===== config.mk =====
export PLATFORM = sky130hd
export DESIGN_NAME = octfp_compare
export DESIGN_NICKNAME = d
export VERILOG_FILES = /design/src/rtl/fcmp_pkg.sv /design/src/rtl/fcmp_norm.sv /design/src/rtl/fcmp_order.sv /design/src/rtl/fcmp_pred.sv /design/src/rtl/octfp_compare.sv
export SDC_FILE = /design/constraint.sdc
export NUM_CORES = 1
export LEC_CHECK = 0
export BUFFER_PORTS_ARGS = -buffer_cell sky130_fd_sc_hd__buf_2
export CAP_MARGIN = 40
export CORE_MARGIN = 4
export CORE_UTILIZATION = 40
export DETAILED_ROUTE_END_ITERATION = 12
export GPL_TIMING_DRIVEN = 0
export PLACE_DENSITY = 0.7
export SETUP_SLACK_MARGIN = 0.2
export SYNTH_ARGS = -nofsm -noshare
export SYNTH_HDL_FRONTEND = slang
export SYNTH_SLANG_ARGS = --single-unit

===== constraint.sdc =====
create_clock -name clk -period 3.09 [get_ports clk]
set_input_delay 0.4635 -clock clk [delete_from_list [all_inputs] [get_ports clk]]
set_output_delay 0.4635 -clock clk [all_outputs]
set_load 0.02 [all_outputs]

===== src/rtl/fcmp_pkg.sv =====
package fcmp_pkg;

    typedef enum logic [2:0] {
        ST_IDLE  = 3'd0,
        ST_CLASS = 3'd1,
        ST_NORM  = 3'd2,
        ST_CMP   = 3'd3,
        ST_DONE  = 3'd4
    } cmp_state_t;

    typedef enum logic [2:0] {
        PS_GEQ = 3'd0,
        PS_GTR = 3'd1,
        PS_NEQ = 3'd2,
        PS_LEQ = 3'd3,
        PS_LSS = 3'd4,
        PS_EQL = 3'd5
    } pred_sel_t;

    localparam logic [2:0] REL_EQ = 3'b001;
    localparam logic [2:0] REL_LT = 3'b010;
    localparam logic [2:0] REL_GT = 3'b100;

endpackage


===== src/rtl/fcmp_norm.sv =====
module fcmp_norm #(
    parameter int EXP_W  = 6,
    parameter int MANT_W = 39,
    parameter int DIG_W  = 3,
    localparam int SE_W  = EXP_W + 2
) (
    input  logic                    clk,
    input  logic                    rst_n,
    input  logic                    load,
    input  logic [MANT_W-1:0]       ld_mant,
    input  logic signed [SE_W-1:0]  ld_exp,
    input  logic                    step,
    output logic [MANT_W-1:0]       mant,
    output logic signed [SE_W-1:0]  expo,
    output logic                    is_norm,
    output logic                    is_zero
);
    localparam logic signed [SE_W-1:0] ONE = SE_W'(1);

    logic [MANT_W-1:0]      mant_q;
    logic signed [SE_W-1:0] exp_q;

    assign is_norm = |mant_q[MANT_W-1 -: DIG_W];
    assign is_zero = (mant_q == '0);
    assign mant    = mant_q;
    assign expo    = exp_q;

    always_ff @(posedge clk) begin
        if (!rst_n) begin
            mant_q <= '0;
            exp_q  <= '0;
        end else if (load) begin
            mant_q <= ld_mant;
            exp_q  <= ld_exp;
        end else if (step && !is_norm) begin
            mant_q <= {mant_q[MANT_W-DIG_W-1:0], {DIG_W{1'b0}}};
            exp_q  <= exp_q - ONE;
        end
    end

    // each digit shift lowers the exponent by exactly one
    p_exp_step_r5: assert property (@(posedge clk) disable iff (!rst_n)
        (step && !load && !is_norm) |=> (exp_q == $past(exp_q) - ONE));

    // a normalized mantissa is left alone until the next load
    p_norm_hold_r5: assert property (@(posedge clk) disable iff (!rst_n)
        (is_norm && !load) |=> $stable(mant_q));

endmodule


===== src/rtl/fcmp_order.sv =====
module fcmp_order
    import fcmp_pkg::*;
#(
    parameter int EXP_W  = 6,
    parameter int MANT_W = 39,
    localparam int SE_W  = EXP_W + 2
) (
    input  logic                    sec_neg,
    input  logic                    top_neg,
    input  logic                    sec_zero,
    input  logic                    top_zero,
    input  logic signed [SE_W-1:0]  sec_exp,
    input  logic signed [SE_W-1:0]  top_exp,
    input  logic [MANT_W-1:0]       sec_mant,
    input  logic [MANT_W-1:0]       top_mant,
    output logic                    quick,
    output logic [2:0]              rel
);
    logic mag_gt;
    logic mag_eq;

    always_comb begin
        mag_gt = (sec_exp > top_exp) || ((sec_exp == top_exp) && (sec_mant > top_mant));
        mag_eq = (sec_exp == top_exp) && (sec_mant == top_mant);
        quick  = sec_zero || top_zero || (sec_neg != top_neg);

        if (sec_zero && top_zero) begin
            rel = REL_EQ;
        end else if (top_zero) begin
            rel = sec_neg ? REL_LT : REL_GT;
        end else if (sec_zero) begin
            rel = top_neg ? REL_GT : REL_LT;
        end else if (sec_neg != top_neg) begin
            rel = sec_neg ? REL_LT : REL_GT;
        end else if (mag_eq) begin
            rel = REL_EQ;
        end else if (mag_gt ^ sec_neg) begin
            rel = REL_GT;
        end else begin
            rel = REL_LT;
        end
    end

endmodule


===== src/rtl/fcmp_pred.sv =====
module fcmp_pred
    import fcmp_pkg::*;
#(
    parameter int WORD_W = 48
) (
    input  logic [2:0]        rel,
    input  logic [2:0]        sel,
    output logic [WORD_W-1:0] word
);
    logic hit;

    always_comb begin
        case (sel)
            PS_GEQ:  hit = rel[0] | rel[2];
            PS_GTR:  hit = (rel == REL_GT);
            PS_NEQ:  hit = (rel != REL_EQ);
            PS_LEQ:  hit = rel[0] | rel[1];
            PS_LSS:  hit = (rel == REL_LT);
            PS_EQL:  hit = (rel == REL_EQ);
            default: hit = 1'b0;
        endcase
        word = {{(WORD_W-1){1'b0}}, hit};
    end

endmodule


===== src/rtl/octfp_compare.sv =====
module octfp_compare
    import fcmp_pkg::*;
#(
    parameter int EXP_W  = 6,
    parameter int MANT_W = 39,
    parameter int DIG_W  = 3,
    localparam int WORD_W    = 3 + EXP_W + MANT_W,
    localparam int SE_W      = EXP_W + 2,
    localparam int MAX_SHIFT = MANT_W / DIG_W,
    localparam int CNT_W     = $clog2(MAX_SHIFT + 1)
) (
    input  logic              clk,
    input  logic              rst_n,
    input  logic              start,
    input  logic [WORD_W-1:0] second_word,
    input  logic [WORD_W-1:0] top_word,
    input  logic [2:0]        pred_sel,
    output logic              busy,
    output logic              done,
    output logic [2:0]        rel_code,
    output logic [WORD_W-1:0] pred_word
);
    cmp_state_t state_q, state_d;

    logic             load, step;
    logic [CNT_W-1:0] cnt_q;
    logic [2:0]       rel_q, sel_q, rel_d;
    logic [1:0]       neg_q;
    logic             quick;

    logic [WORD_W-1:0]      op_word [2];
    logic [MANT_W-1:0]      ld_mant [2];
    logic signed [SE_W-1:0] ld_exp  [2];
    logic [MANT_W-1:0]      mant_n  [2];
    logic signed [SE_W-1:0] exp_n   [2];
    logic [1:0]             norm_n, zero_n;
    logic                   both_norm;
    logic                   unused_flags;

    assign op_word[0]   = second_word;
    assign op_word[1]   = top_word;
    assign unused_flags = ^{second_word[WORD_W-1], top_word[WORD_W-1]};

    // Index 0 is the second stack element, index 1 the top of stack
    for (genvar k = 0; k < 2; k++) begin : g_opnd
        logic signed [SE_W-1:0] mag_s;
        assign mag_s      = signed'({2'b00, op_word[k][MANT_W+EXP_W-1:MANT_W]});
        assign ld_exp[k]  = op_word[k][WORD_W-3] ? -mag_s : mag_s;
        assign ld_mant[k] = op_word[k][MANT_W-1:0];

        fcmp_norm #(.EXP_W(EXP_W), .MANT_W(MANT_W), .DIG_W(DIG_W)) i_norm (
            .clk     (clk),
            .rst_n   (rst_n),
            .load    (load),
            .ld_mant (ld_mant[k]),
            .ld_exp  (ld_exp[k]),
            .step    (step),
            .mant    (mant_n[k]),
            .expo    (exp_n[k]),
            .is_norm (norm_n[k]),
            .is_zero (zero_n[k])
        );
    end

    assign both_norm = &norm_n;

    fcmp_order #(.EXP_W(EXP_W), .MANT_W(MANT_W)) i_order (
        .sec_neg  (neg_q[0]),
        .top_neg  (neg_q[1]),
        .sec_zero (zero_n[0]),
        .top_zero (zero_n[1]),
        .sec_exp  (exp_n[0]),
        .top_exp  (exp_n[1]),
        .sec_mant (mant_n[0]),
        .top_mant (mant_n[1]),
        .quick    (quick),
        .rel      (rel_d)
    );

    fcmp_pred #(.WORD_W(WORD_W)) i_pred (
        .rel  (rel_q),
        .sel  (sel_q),
        .word (pred_word)
    );

    // State register
    always_ff @(posedge clk) begin
        if (!rst_n) state_q <= ST_IDLE;
        else        state_q <= state_d;
    end

    // Next state and datapath strobes
    always_comb begin
        state_d = state_q;
        load    = 1'b0;
        step    = 1'b0;
        unique case (state_q)
            ST_IDLE: begin
                if (start) begin
                    load    = 1'b1;
                    state_d = ST_CLASS;
                end
            end
            ST_CLASS: state_d = quick ? ST_DONE : ST_NORM;
            ST_NORM: begin
                if (both_norm || (cnt_q == CNT_W'(MAX_SHIFT))) state_d = ST_CMP;
                else                                            step    = 1'b1;
            end
            ST_CMP:  state_d = ST_DONE;
            ST_DONE: state_d = ST_IDLE;
            default: state_d = ST_IDLE;
        endcase
    end

    // Output and operand side registers
    always_ff @(posedge clk) begin
        if (!rst_n) begin
            rel_q <= '0;
            sel_q <= '0;
            cnt_q <= '0;
            neg_q <= '0;
        end else begin
            if (load) begin
                sel_q <= pred_sel;
                cnt_q <= '0;
                neg_q <= {top_word[WORD_W-2], second_word[WORD_W-2]};
            end
            if (step) cnt_q <= cnt_q + CNT_W'(1);
            if ((state_q == ST_CLASS && quick) || state_q == ST_CMP) rel_q <= rel_d;
        end
    end

    assign busy     = (state_q != ST_IDLE);
    assign done     = (state_q == ST_DONE);
    assign rel_code = rel_q;

    // the relation code is one-hot when the result is reported
    p_code_onehot_r1: assert property (@(posedge clk) disable iff (!rst_n)
        done |-> ($countones(rel_code) == 1));

    // done is a single-cycle pulse
    p_done_pulse_r8: assert property (@(posedge clk) disable iff (!rst_n)
        done |=> !done);

    // a start seen while busy does not disturb the latched select
    p_busy_ignore_r8: assert property (@(posedge clk) disable iff (!rst_n)
        (busy && start) |=> $stable(sel_q));

    // reaching the shift limit always ends normalization
    p_shift_cap_r5: assert property (@(posedge clk) disable iff (!rst_n)
        (state_q == ST_NORM && cnt_q == CNT_W'(MAX_SHIFT)) |=> (state_q == ST_CMP));

    // the zero/sign shortcut finishes on the next cycle
    p_quick_done_r3: assert property (@(posedge clk) disable iff (!rst_n)
        (state_q == ST_CLASS && quick) |=> done);

endmodule


; ---- After elaboration in Yosys (flattened, before gate mapping)
; Index checks and enable logic that the tools add are counted.
[classes]
magnitude_cmp = 2
n_addsub = 5
n_eq_ne = 19
mux = 29
bitwise = 3
reduce_logical = 25
[op_table]
columns = cell, n
row1 = 2-to-1 mux 39 bit, 4
row2 = zero test 39 bit, 2
row3 = 2-to-1 mux 8 bit, 6
row4 = == test 39 bit, 1
row5 = > comparator 39 bit, 1
row6 = 2-to-1 mux 3 bit, 11
row7 = negator 6 -> 8 bit, 2
row8 = subtractor 8 x 2 -> 8 bit (second input constant), 2
row9 = == test 3 x 2 -> 1 bit (second input constant), 5
row10 = == test 3 bit (second input constant), 4
row11 = one-hot mux 3 bit (4 select lines), 1
row12 = == test 3 x 1 -> 1 bit (second input constant), 3
row13 = == test 8 bit, 1
row14 = > comparator 8 bit, 1
row15 = 2-to-1 mux 4 bit, 2
row16 = logical AND 1 bit, 6
row17 = zero test 3 bit, 2
row18 = one-hot mux 1 bit (6 select lines), 1
row19 = nonzero test 2 bit, 3
row20 = OR reduction 3 bit, 2
row21 = logical OR 1 bit, 5
row22 = adder 4 x 1 -> 4 bit (second input constant), 1
row23 = == test 4 bit (second input constant), 1
row24 = 2-to-1 mux 1 bit, 4
row25 = other kinds (8), 12
[word_totals]
inputBits = 102
reg_bits = 109
word_cells = 92

; ---- Depth between registers and ports, before layout
; Gate-level depths: netlist (run 1).
[depth]
depth_word = 10
depth_mapped = 10
ltp_nobuf = 10

; ---- Cells and area by module
; Synthesis (run 1) repeated with hierarchy kept, for this count alone.
[unflattened]
hier_cells = 920
area_unflattened_um2 = 6957.9
[by_module_without_submodules]
columns = module, cells_each, area_each_um2, instances, seq_area_each_um2
row1 = fcmp_norm, 277, 2112.0, 2, 940.9
row2 = fcmp_order, 194, 1345.0, 1, 0.0
row3 = octfp_compare, 111, 943.4, 1, 300.3
row4 = fcmp_pred, 61, 445.4, 1, 0.0

; ---- Least setup slack after synthesis (run 1)
; No wires, ideal clock.
[synth_path]
kind = flip-flop to flip-flop
start = reg g_opnd[1].i_norm.mant_q[4]
end = reg rel_q[1] (netlist: rel_code[1])
stages_incl_launch_ff = 11
path_slack_ns = 0.866
required_time_ns = 2.975
arrival_time_ns = 2.109
path_cell_list = dfxtp_1 > inv_1 > ha_1 > a211oi_1 > nor2_1 > o31a_1 > o41ai_1 > o2111a_1 > mux2i_1 > o221ai_1 > o21a_1
[synth_between]
elab_chain_len = 10
elab_cells_between_ends = 18
cone_classes = order compare: 1 / eq/ne: 1 / mux: 6 / bitwise: 1 / reduce/logical: 9
[synth_lines]
columns = item, line
row1 = from (decl), fcmp_norm.sv:20  ; logic [MANT_W-1:0] mant_q;
row2 = from (signal assigned), fcmp_norm.sv:33  ; mant_q <= ld_mant;
row3 = from (signal assigned), fcmp_norm.sv:36  ; mant_q <= {mant_q[MANT_W-DIG_W-1:0], {DIG_W{1'b0}}};
row4 = > comparator 39 bit, fcmp_order.sv:23  ; mag_gt = (sec_exp > top_exp) || ((sec_exp == top_exp) && (sec_mant > top_mant));
row5 = logical AND 1 bit, fcmp_order.sv:23
row6 = logical OR 1 bit, fcmp_order.sv:23
row7 = bitwise XOR 1 bit, fcmp_order.sv:37  ; end else if (mag_gt ^ sec_neg) begin
row8 = 2-to-1 mux 3 bit, fcmp_order.sv:37
row9 = 2-to-1 mux 3 bit, fcmp_order.sv:35  ; end else if (mag_eq) begin
row10 = 2-to-1 mux 3 bit, fcmp_order.sv:33  ; end else if (sec_neg != top_neg) begin
row11 = 2-to-1 mux 3 bit, fcmp_order.sv:31  ; end else if (sec_zero) begin
row12 = 2-to-1 mux 3 bit, fcmp_order.sv:29  ; end else if (top_zero) begin
row13 = 2-to-1 mux 3 bit, fcmp_order.sv:27  ; if (sec_zero && top_zero) begin
row14 = to (signal assigned), octfp_compare.sv:129  ; if ((state_q == ST_CLASS && quick) || state_q == ST_CMP) rel_q <= rel_d;
row15 = to (decl), octfp_compare.sv:27  ; logic [2:0] rel_q, sel_q, rel_d;
; Several ways; a longest one is shown, not always the timed one.
; A chain may end at the register's enable or synchronous reset.

; ---- Worst setup path in the final report (run 1)
; Same ends and word-level chain as after synthesis.

==> impl_results.md, run 1 <==
* Post-DRT Antenna Nets at 0
* R2r startpoint: g_opnd[1].i_norm.mant[4]
* WHS Path Cells at 3
* Instance count of the mapped netlist at 882
* Area after DPL at 7760 um2
* CTS max path bufs at 2
* Status: finished clean
* Worst relative slew slack at 0.510
* Sequential cell area at 2180 um2
* Worst VDD drop at 0.000302 V
* Core Footprint at 16600 um2
* Multi-input logic area at 4030 um2
* Vias per cell at 5.30
* Setup Skew at 10.7 ps
* Startpoint class of the critical path: flip-flop
* Final hold vios at 0
* Ys Warns at 0
* P&R area growth vs syn at 18.7%
* Cell variety after synth at 61
* Crit. End Element: flip-flop
* R2R Path End: rel_code[1]
* Fin area at 8060 um2
* Nets at 1199
* CTS tree: yes
* Flops & latches, synth at 109
* Worst EP arrival at 3040 ps
* Min Tclk post-route at 2770 ps
* Worst-Margin Slew at 735 ps
* Cell Rows at 47
* Final Util at 0.486
* Worst path max stage delay at 460 ps
* Worst Setup SP: g_opnd[1].i_norm.mant[4]
* HP Class: in -> reg
* CTS Hold Bufs at 0
* Fmax at 361 MHz
* Critical path class: reg -> reg
* Die width at 138 um
* Overflow after GRT at 0
* Detailed Place HPWL at 16300 um
* Hold EP: sel_q[0]
* GPL Wtd Cong at 0.922
* H-tree levels at 3
* Wire per inst at 16.4 um
* Layout cells sized above 1 at 0.181
* Sink Count at 109
* Period utilization at 0.896
* Max Slew Vio Count at 0
* DR vias at 6729
* Setup Buffers After CTS at 0
* Critical Path RT at 3360 ps
* First-pass DRT Iterations at 5
* Die Area at 19100 um2
* Worst R2R Path Depth at 10
* Hold Path Origin: pred_sel[0]
* Post-synthesis sequential area ratio at 0.321
* Primary FF master, synth: dfxtp_1
* Vias in the first global route at 6315
* Global-route wire length before repair at 32600 um
* CTS root buffer: clkbuf_16
* Initial antenna violation count at 0
* Total CTS buffers at 9
* Die Ht at 138 um
* Largest net degree at the start of global routing at 19
* Worst skew pair latency at 370 ps
* Port bufs at 105
* Clk slew on worst S/H paths at 80 ps
* Critical Path Fanout Max at 4
* Drt initial violations at 387
* RSZ-0062 raised after global routing: yes
* I/O pin count at 155
* # diodes at 0
* Final hold slack at 332 ps
* Maxcap violations at 0
* Drt total wl at 20800 um
* Flop2flop setup slack at 320 ps
* Final setup vio count at 0
* LEAKAGE at 3.36 nW
* Netlist Area Pre-Place at 6790 um2
* TNS Setup at 0 ps
* Slowest CP cell: o41ai_1
* Syn Area/Cell at 7.70 um2
* EDFF count, synth at 0
* Initial Utilization at 0.409
* Pwr Density at 672 nW/um2
* Drt drc at 0
* # fillers at 1678
* Async set-reset flop share out of synthesis at 0
* CP cell instances: inv_1, ha_1, a211oi_1, nor2_1, o31a_1, o41ai_1, o2111a_1, mux2i_1, o221ai_1, o21a_1
* Total Routing Usage GR at 0.210
per-layer routing:
layer,share of wire,global-route usage,up-vias,wire (um)
met5,0,0,-,0
met3,0.078,0.0411,40,1630
li1,-,-,3360,-
met1,0.43,0.280,3067,8910
met2,0.46,0.340,262,9680
met4,0.029,0.0759,0,606
synth_stat cells, types with 19 or more instances:
cell type / instances / area, um2
nor2_1: 83 / 312
a311oi_1: 35 / 307
clkbuf_1: 38 / 143
nand3_1: 19 / 95.1
o21ai_0: 25 / 125
nor4_1: 21 / 131
a22oi_1: 22 / 165
dfxtp_1: 109 / 2180
buf_4: 48 / 360
nand2_1: 140 / 526
a21oi_1: 76 / 380
inv_1: 58 / 218
ha_1: 53 / 663
worst max-delay path: cells and delay by family (launching register included):
kind	cells	cell delay [ps]
adders and majority gates	1	300
buffers and inverters	1	70
and+or+nand+nor	1	70
muxes	1	210
AOI/OAI and AO/OA	6	1630
DFF	1	410
layout make-up:
class,instances,area share
clock buffers,10,0.0297
repair buffers,105,0.0652
flip-flops and latches,109,0.271
clock inverters,6,0.00544
well taps,220,0.0342
multi-input cells,666,0.501
plain buffers,95,0.0669
inverters,58,0.0270
timing repair:
action	CTS	global route
resized for setup	0	2
endpoints found under the hold margin	0	0
setup endpoints to repair	0	3
worst max-delay path by stage:
stage | endpoint | slack [ps] | cells past startpoint
after detailed placement | rel_code[0] | 240 | 8
after global routing | rel_code[0] | 110 | 8
final | rel_code[1] | 320 | 10
after CTS | rel_code[0] | 230 | 8
after global placement | rel_code[0] | 240 | 8
after floorplan | rel_code[1] | 870 | 10
sequential cells by signal, summed over array words and instances, names as in the netlist:
name / cells
neg_q: 2
g_opnd.i_norm.mant: 78
state_q: 3
cnt_q: 4
rel_code: 3
g_opnd.i_norm.expo: 16
sel_q: 3
kinds of logic after synthesis:
family	Yosys count	synth area share
buf+inv	153	0.112
other cells	1	0.000552
compound gates	217	0.213
flops	109	0.321
xor+xnor	20	0.0258
fa+ha+maj	53	0.0977
simple gates	324	0.222
mux	5	0.00737
cell usage in the layout, fill, tap and decap left out, drive strengths merged, types with 14 or more instances in the layout:
cell type | synthesis | routed
a211oi | 14 | 14
a21oi | 76 | 76
a22oi | 22 | 22
a311oi | 35 | 35
buf | 56 | 161
clkbuf | 39 | 49
conb | 1 | 47
dfxtp | 109 | 109
ha | 53 | 53
inv | 58 | 61
nand2 | 140 | 140
nand3 | 19 | 19
nor2 | 84 | 84
nor4 | 22 | 22
o21ai | 26 | 26
xnor2 | 17 | 17
power by group:
group | total [W] | leakage, nW | internal, W | switching [W]
Combinational | 0.00226 | 2.32 | 0.000888 | 0.00137
Sequential | 0.00201 | 0.898 | 0.00169 | 0.000330
Clock | 0.00114 | 0.140 | 0.000576 | 0.000566
Total | 0.00542 | 3.36 | 0.00315 | 0.00227
through the flow:
| step | cells | total power, W | setup WS, ps |
|---|---|---|---|
| after floorplan | 928 | 0.00357 | 866 |
| final | 1269 | 0.00542 | 321 |
| after global placement | 1253 | 0.00421 | 236 |
| after CTS | 1269 | 0.00539 | 232 |
| after detailed placement | 1253 | 0.00425 | 238 |
| after global routing | 1269 | 0.00580 | 113 |
(Power assumes the default switching activity.)
==> run 2: changes to the inputs <==
ABC_CLOCK_PERIOD_IN_PS = 3090   (was unset)
CORE_ASPECT_RATIO = 0.8   (was unset)
REMOVE_ABC_BUFFERS = 1   (was unset)
==> run 2 against run 1 <==
Against the previous run:
- routed wire length down 11%
- combinational power down 5%
- utilization down 2.6 points
- non-clock buffer count down 89
- largest cell class unchanged
==> impl_results.md, run 2 (same netlist as run 1, synthesis figures left out) <==
* Status: finished clean
* Flop2flop setup slack at 290 ps (-30 ps)
* Fmax at 357 MHz (-1.1%)
* Die Area at 19100 um2 (about the same)
* Worst Setup SP: g_opnd[1].i_norm.mant[30]
* Vias in the first global route at 5755 (-8.9%)
* Period utilization at 0.906 (+0.0100)
* P&R area growth vs syn at 12.5%
* R2r startpoint: g_opnd[1].i_norm.mant[30]
* Total Routing Usage GR at 0.186 (-0.0239)
* Critical Path Fanout Max at 4 (unchanged)
* Global-route wire length before repair at 29600 um (-9.3%)
* Overflow after GRT at 0 (unchanged)
* Crit. End Element: flip-flop
* Worst-Margin Slew at 869 ps (+134 ps)
* Vias per cell at 5.43 (+2.4%)
* LEAKAGE at 3.09 nW (-8.1%)
* RSZ-0062 raised after global routing: no
* Max Slew Vio Count at 0 (unchanged)
* CTS max path bufs at 2 (unchanged)
* Startpoint class of the critical path: flip-flop
* First-pass DRT Iterations at 5 (unchanged)
* Most frequent cells in the layout: nand2_1 (139), dfxtp_1 (109), buf_2 (105), nor2_1 (82), a21oi_1 (76)
* Drt initial violations at 435 (+12%)
* Die width at 154 um (+11%)
* H-tree levels at 3 (unchanged)
* Nets at 1110 (-7.4%)
* # diodes at 0 (unchanged)
* Cell Rows at 42 (-11%)
* Initial Utilization at 0.409 (-0.000555)
* Setup Skew at 7.82 ps (-2.91 ps)
* Post-DRT Antenna Nets at 0 (unchanged)
* Pwr Density at 686 nW/um2 (+2.0%)
* Sink Count at 109 (unchanged)
* Number of flip-flops in the largest register at 78 (unchanged)
* Part of the power in registers at 0.384 (+0.012)
* Final hold vios at 0 (unchanged)
* Switch Pwr at 0.00212 W (-6.8%)
* Comb pwr share at 0.409 (-0.008)
* Worst R2R Path Depth at 8 (-2)
* Critical Path RT at 3350 ps (about the same)
* Most common cell after layout, fill and taps aside: nand2_1
* Inst Count DP at 1164 (-7.1%)
* Core Footprint at 16600 um2 (+0.14%)
* Drt total wl at 18500 um (-11%)
* GPL Wtd Cong at 0.856 (-7.2%)
* Initial antenna violation count at 0 (unchanged)
* Detailed Place HPWL at 13700 um (-16%)
* Critical path destination: rel_code[0]
* Area after DPL at 7360 um2 (-5.2%)
* Total Power at 0.00524 W (-3.2%)
* Drt drc at 0 (unchanged)
* Worst relative slew slack at 0.419 (-0.0907)
* Total CTS buffers at 9 (unchanged)
* DR vias at 6395 (-5.0%)
* Fin area at 7640 um2 (-5.2%)
* Clk slew on worst S/H paths at 70 ps (about the same)
* TNS Setup at 0 ps (unchanged)
* Maxcap violations at 0 (unchanged)
* Clock share of power at 0.207 (-0.004)
* I/O pin count at 155 (unchanged)
* Final setup vio count at 0 (unchanged)
* Min Tclk post-route at 2800 ps (+31.1 ps)
* CTS Hold Bufs at 0 (unchanged)
* CTS tree: yes
* R2R Path End: rel_code[0]
* Worst EP arrival at 3060 ps (+20 ps)
* Fin cells at 1178 (-7.2%)
* Die Ht at 125 um (-9.9%)
* Switching portion of total power at 0.404 (-0.0152)
* Worst skew pair latency at 350 ps (-20 ps)
* CTS root buffer: clkbuf_16
* HP Class: in -> reg
* Wire per inst at 15.7 um (-4.4%)
* Critical path class: reg -> reg
* Largest net degree at the start of global routing at 79 (+60)
* Int Pwr at 0.00313 W (-0.69%)
* Port bufs at 105 (unchanged)
* Worst VDD drop at 0.000272 V (-9.8%)
* Setup Buffers After CTS at 0 (unchanged)
* Layout cells sized above 1 at 0.156 (-0.0256)
[run 2: critical path: stages, from the launching register on]
cell,delay [ps]
dfxtp_1,400
inv_1,60
ha_1,310
nand4_1,120
nor3_1,400
and4_2,350
nand4_1,220
or4_2,590
a311oi_1,260
[run 2: timing repair]
action                                  in CTS  in global routing
endpoints found under the setup margin       1                  5
pin swaps                                    0                  0
gates resized for setup                      1                  2
hold endpoints to repair                     0                  0
[run 2: worst min path at each step]
stage | start | endpoint | slack, ps | cells past startpoint
finish | pred_sel[1] | sel_q[1] | 350 | 3
floorplan | sel_q[2] | sel_q[2] | 460 | 2
global route | pred_sel[0] | sel_q[0] | 350 | 3
CTS | top_word[2] | g_opnd[1].i_norm.mant[2] | 340 | 3
global placement | sel_q[2] | sel_q[2] | 470 | 2
detailed placement | g_opnd[1].i_norm.mant[12] | g_opnd[1].i_norm.mant[12] | 480 | 2
[run 2: metal layers]
metal | track usage | share of wire | up-vias
li1 | - | - | 3196
met1 | 0.274 | 0.48 | 2960
met2 | 0.276 | 0.43 | 217
met3 | 0.0403 | 0.074 | 22
met4 | 0.0478 | 0.017 | 0
met5 | 0 | 0 | -
[run 2: cell type report]
type / instances / area, um2
fill: 1681 / 8970
inverter: 58 / 220
sequential: 109 / 2180
clock inverter: 2 / 10.0
clock buffer: 12 / 256
multi-input combinational: 666 / 4050
timing repair buffer: 111 / 646
tap: 220 / 275
[run 2: power groups by stage]
stage	logic (W)	registers, W	clock network, W
2_1_floorplan	0.00154	0.00194	0
3_3_place_gp	0.00203	0.00203	0
3_5_place_dp	0.00211	0.00203	0
4_1_cts	0.00213	0.00201	0.00111
5_1_grt	0.00243	0.00206	0.00115
6_report	0.00215	0.00201	0.00108
[run 2: per-stage QoR]
stage	hold slack, ps	worst slack, ps	util
6_report	350	290	0.460
5_1_grt	350	208	0.460
4_1_cts	342	344	0.460
3_5_place_dp	475	197	0.443
3_3_place_gp	469	-1420	0.435
2_1_floorplan	456	-28.0	-
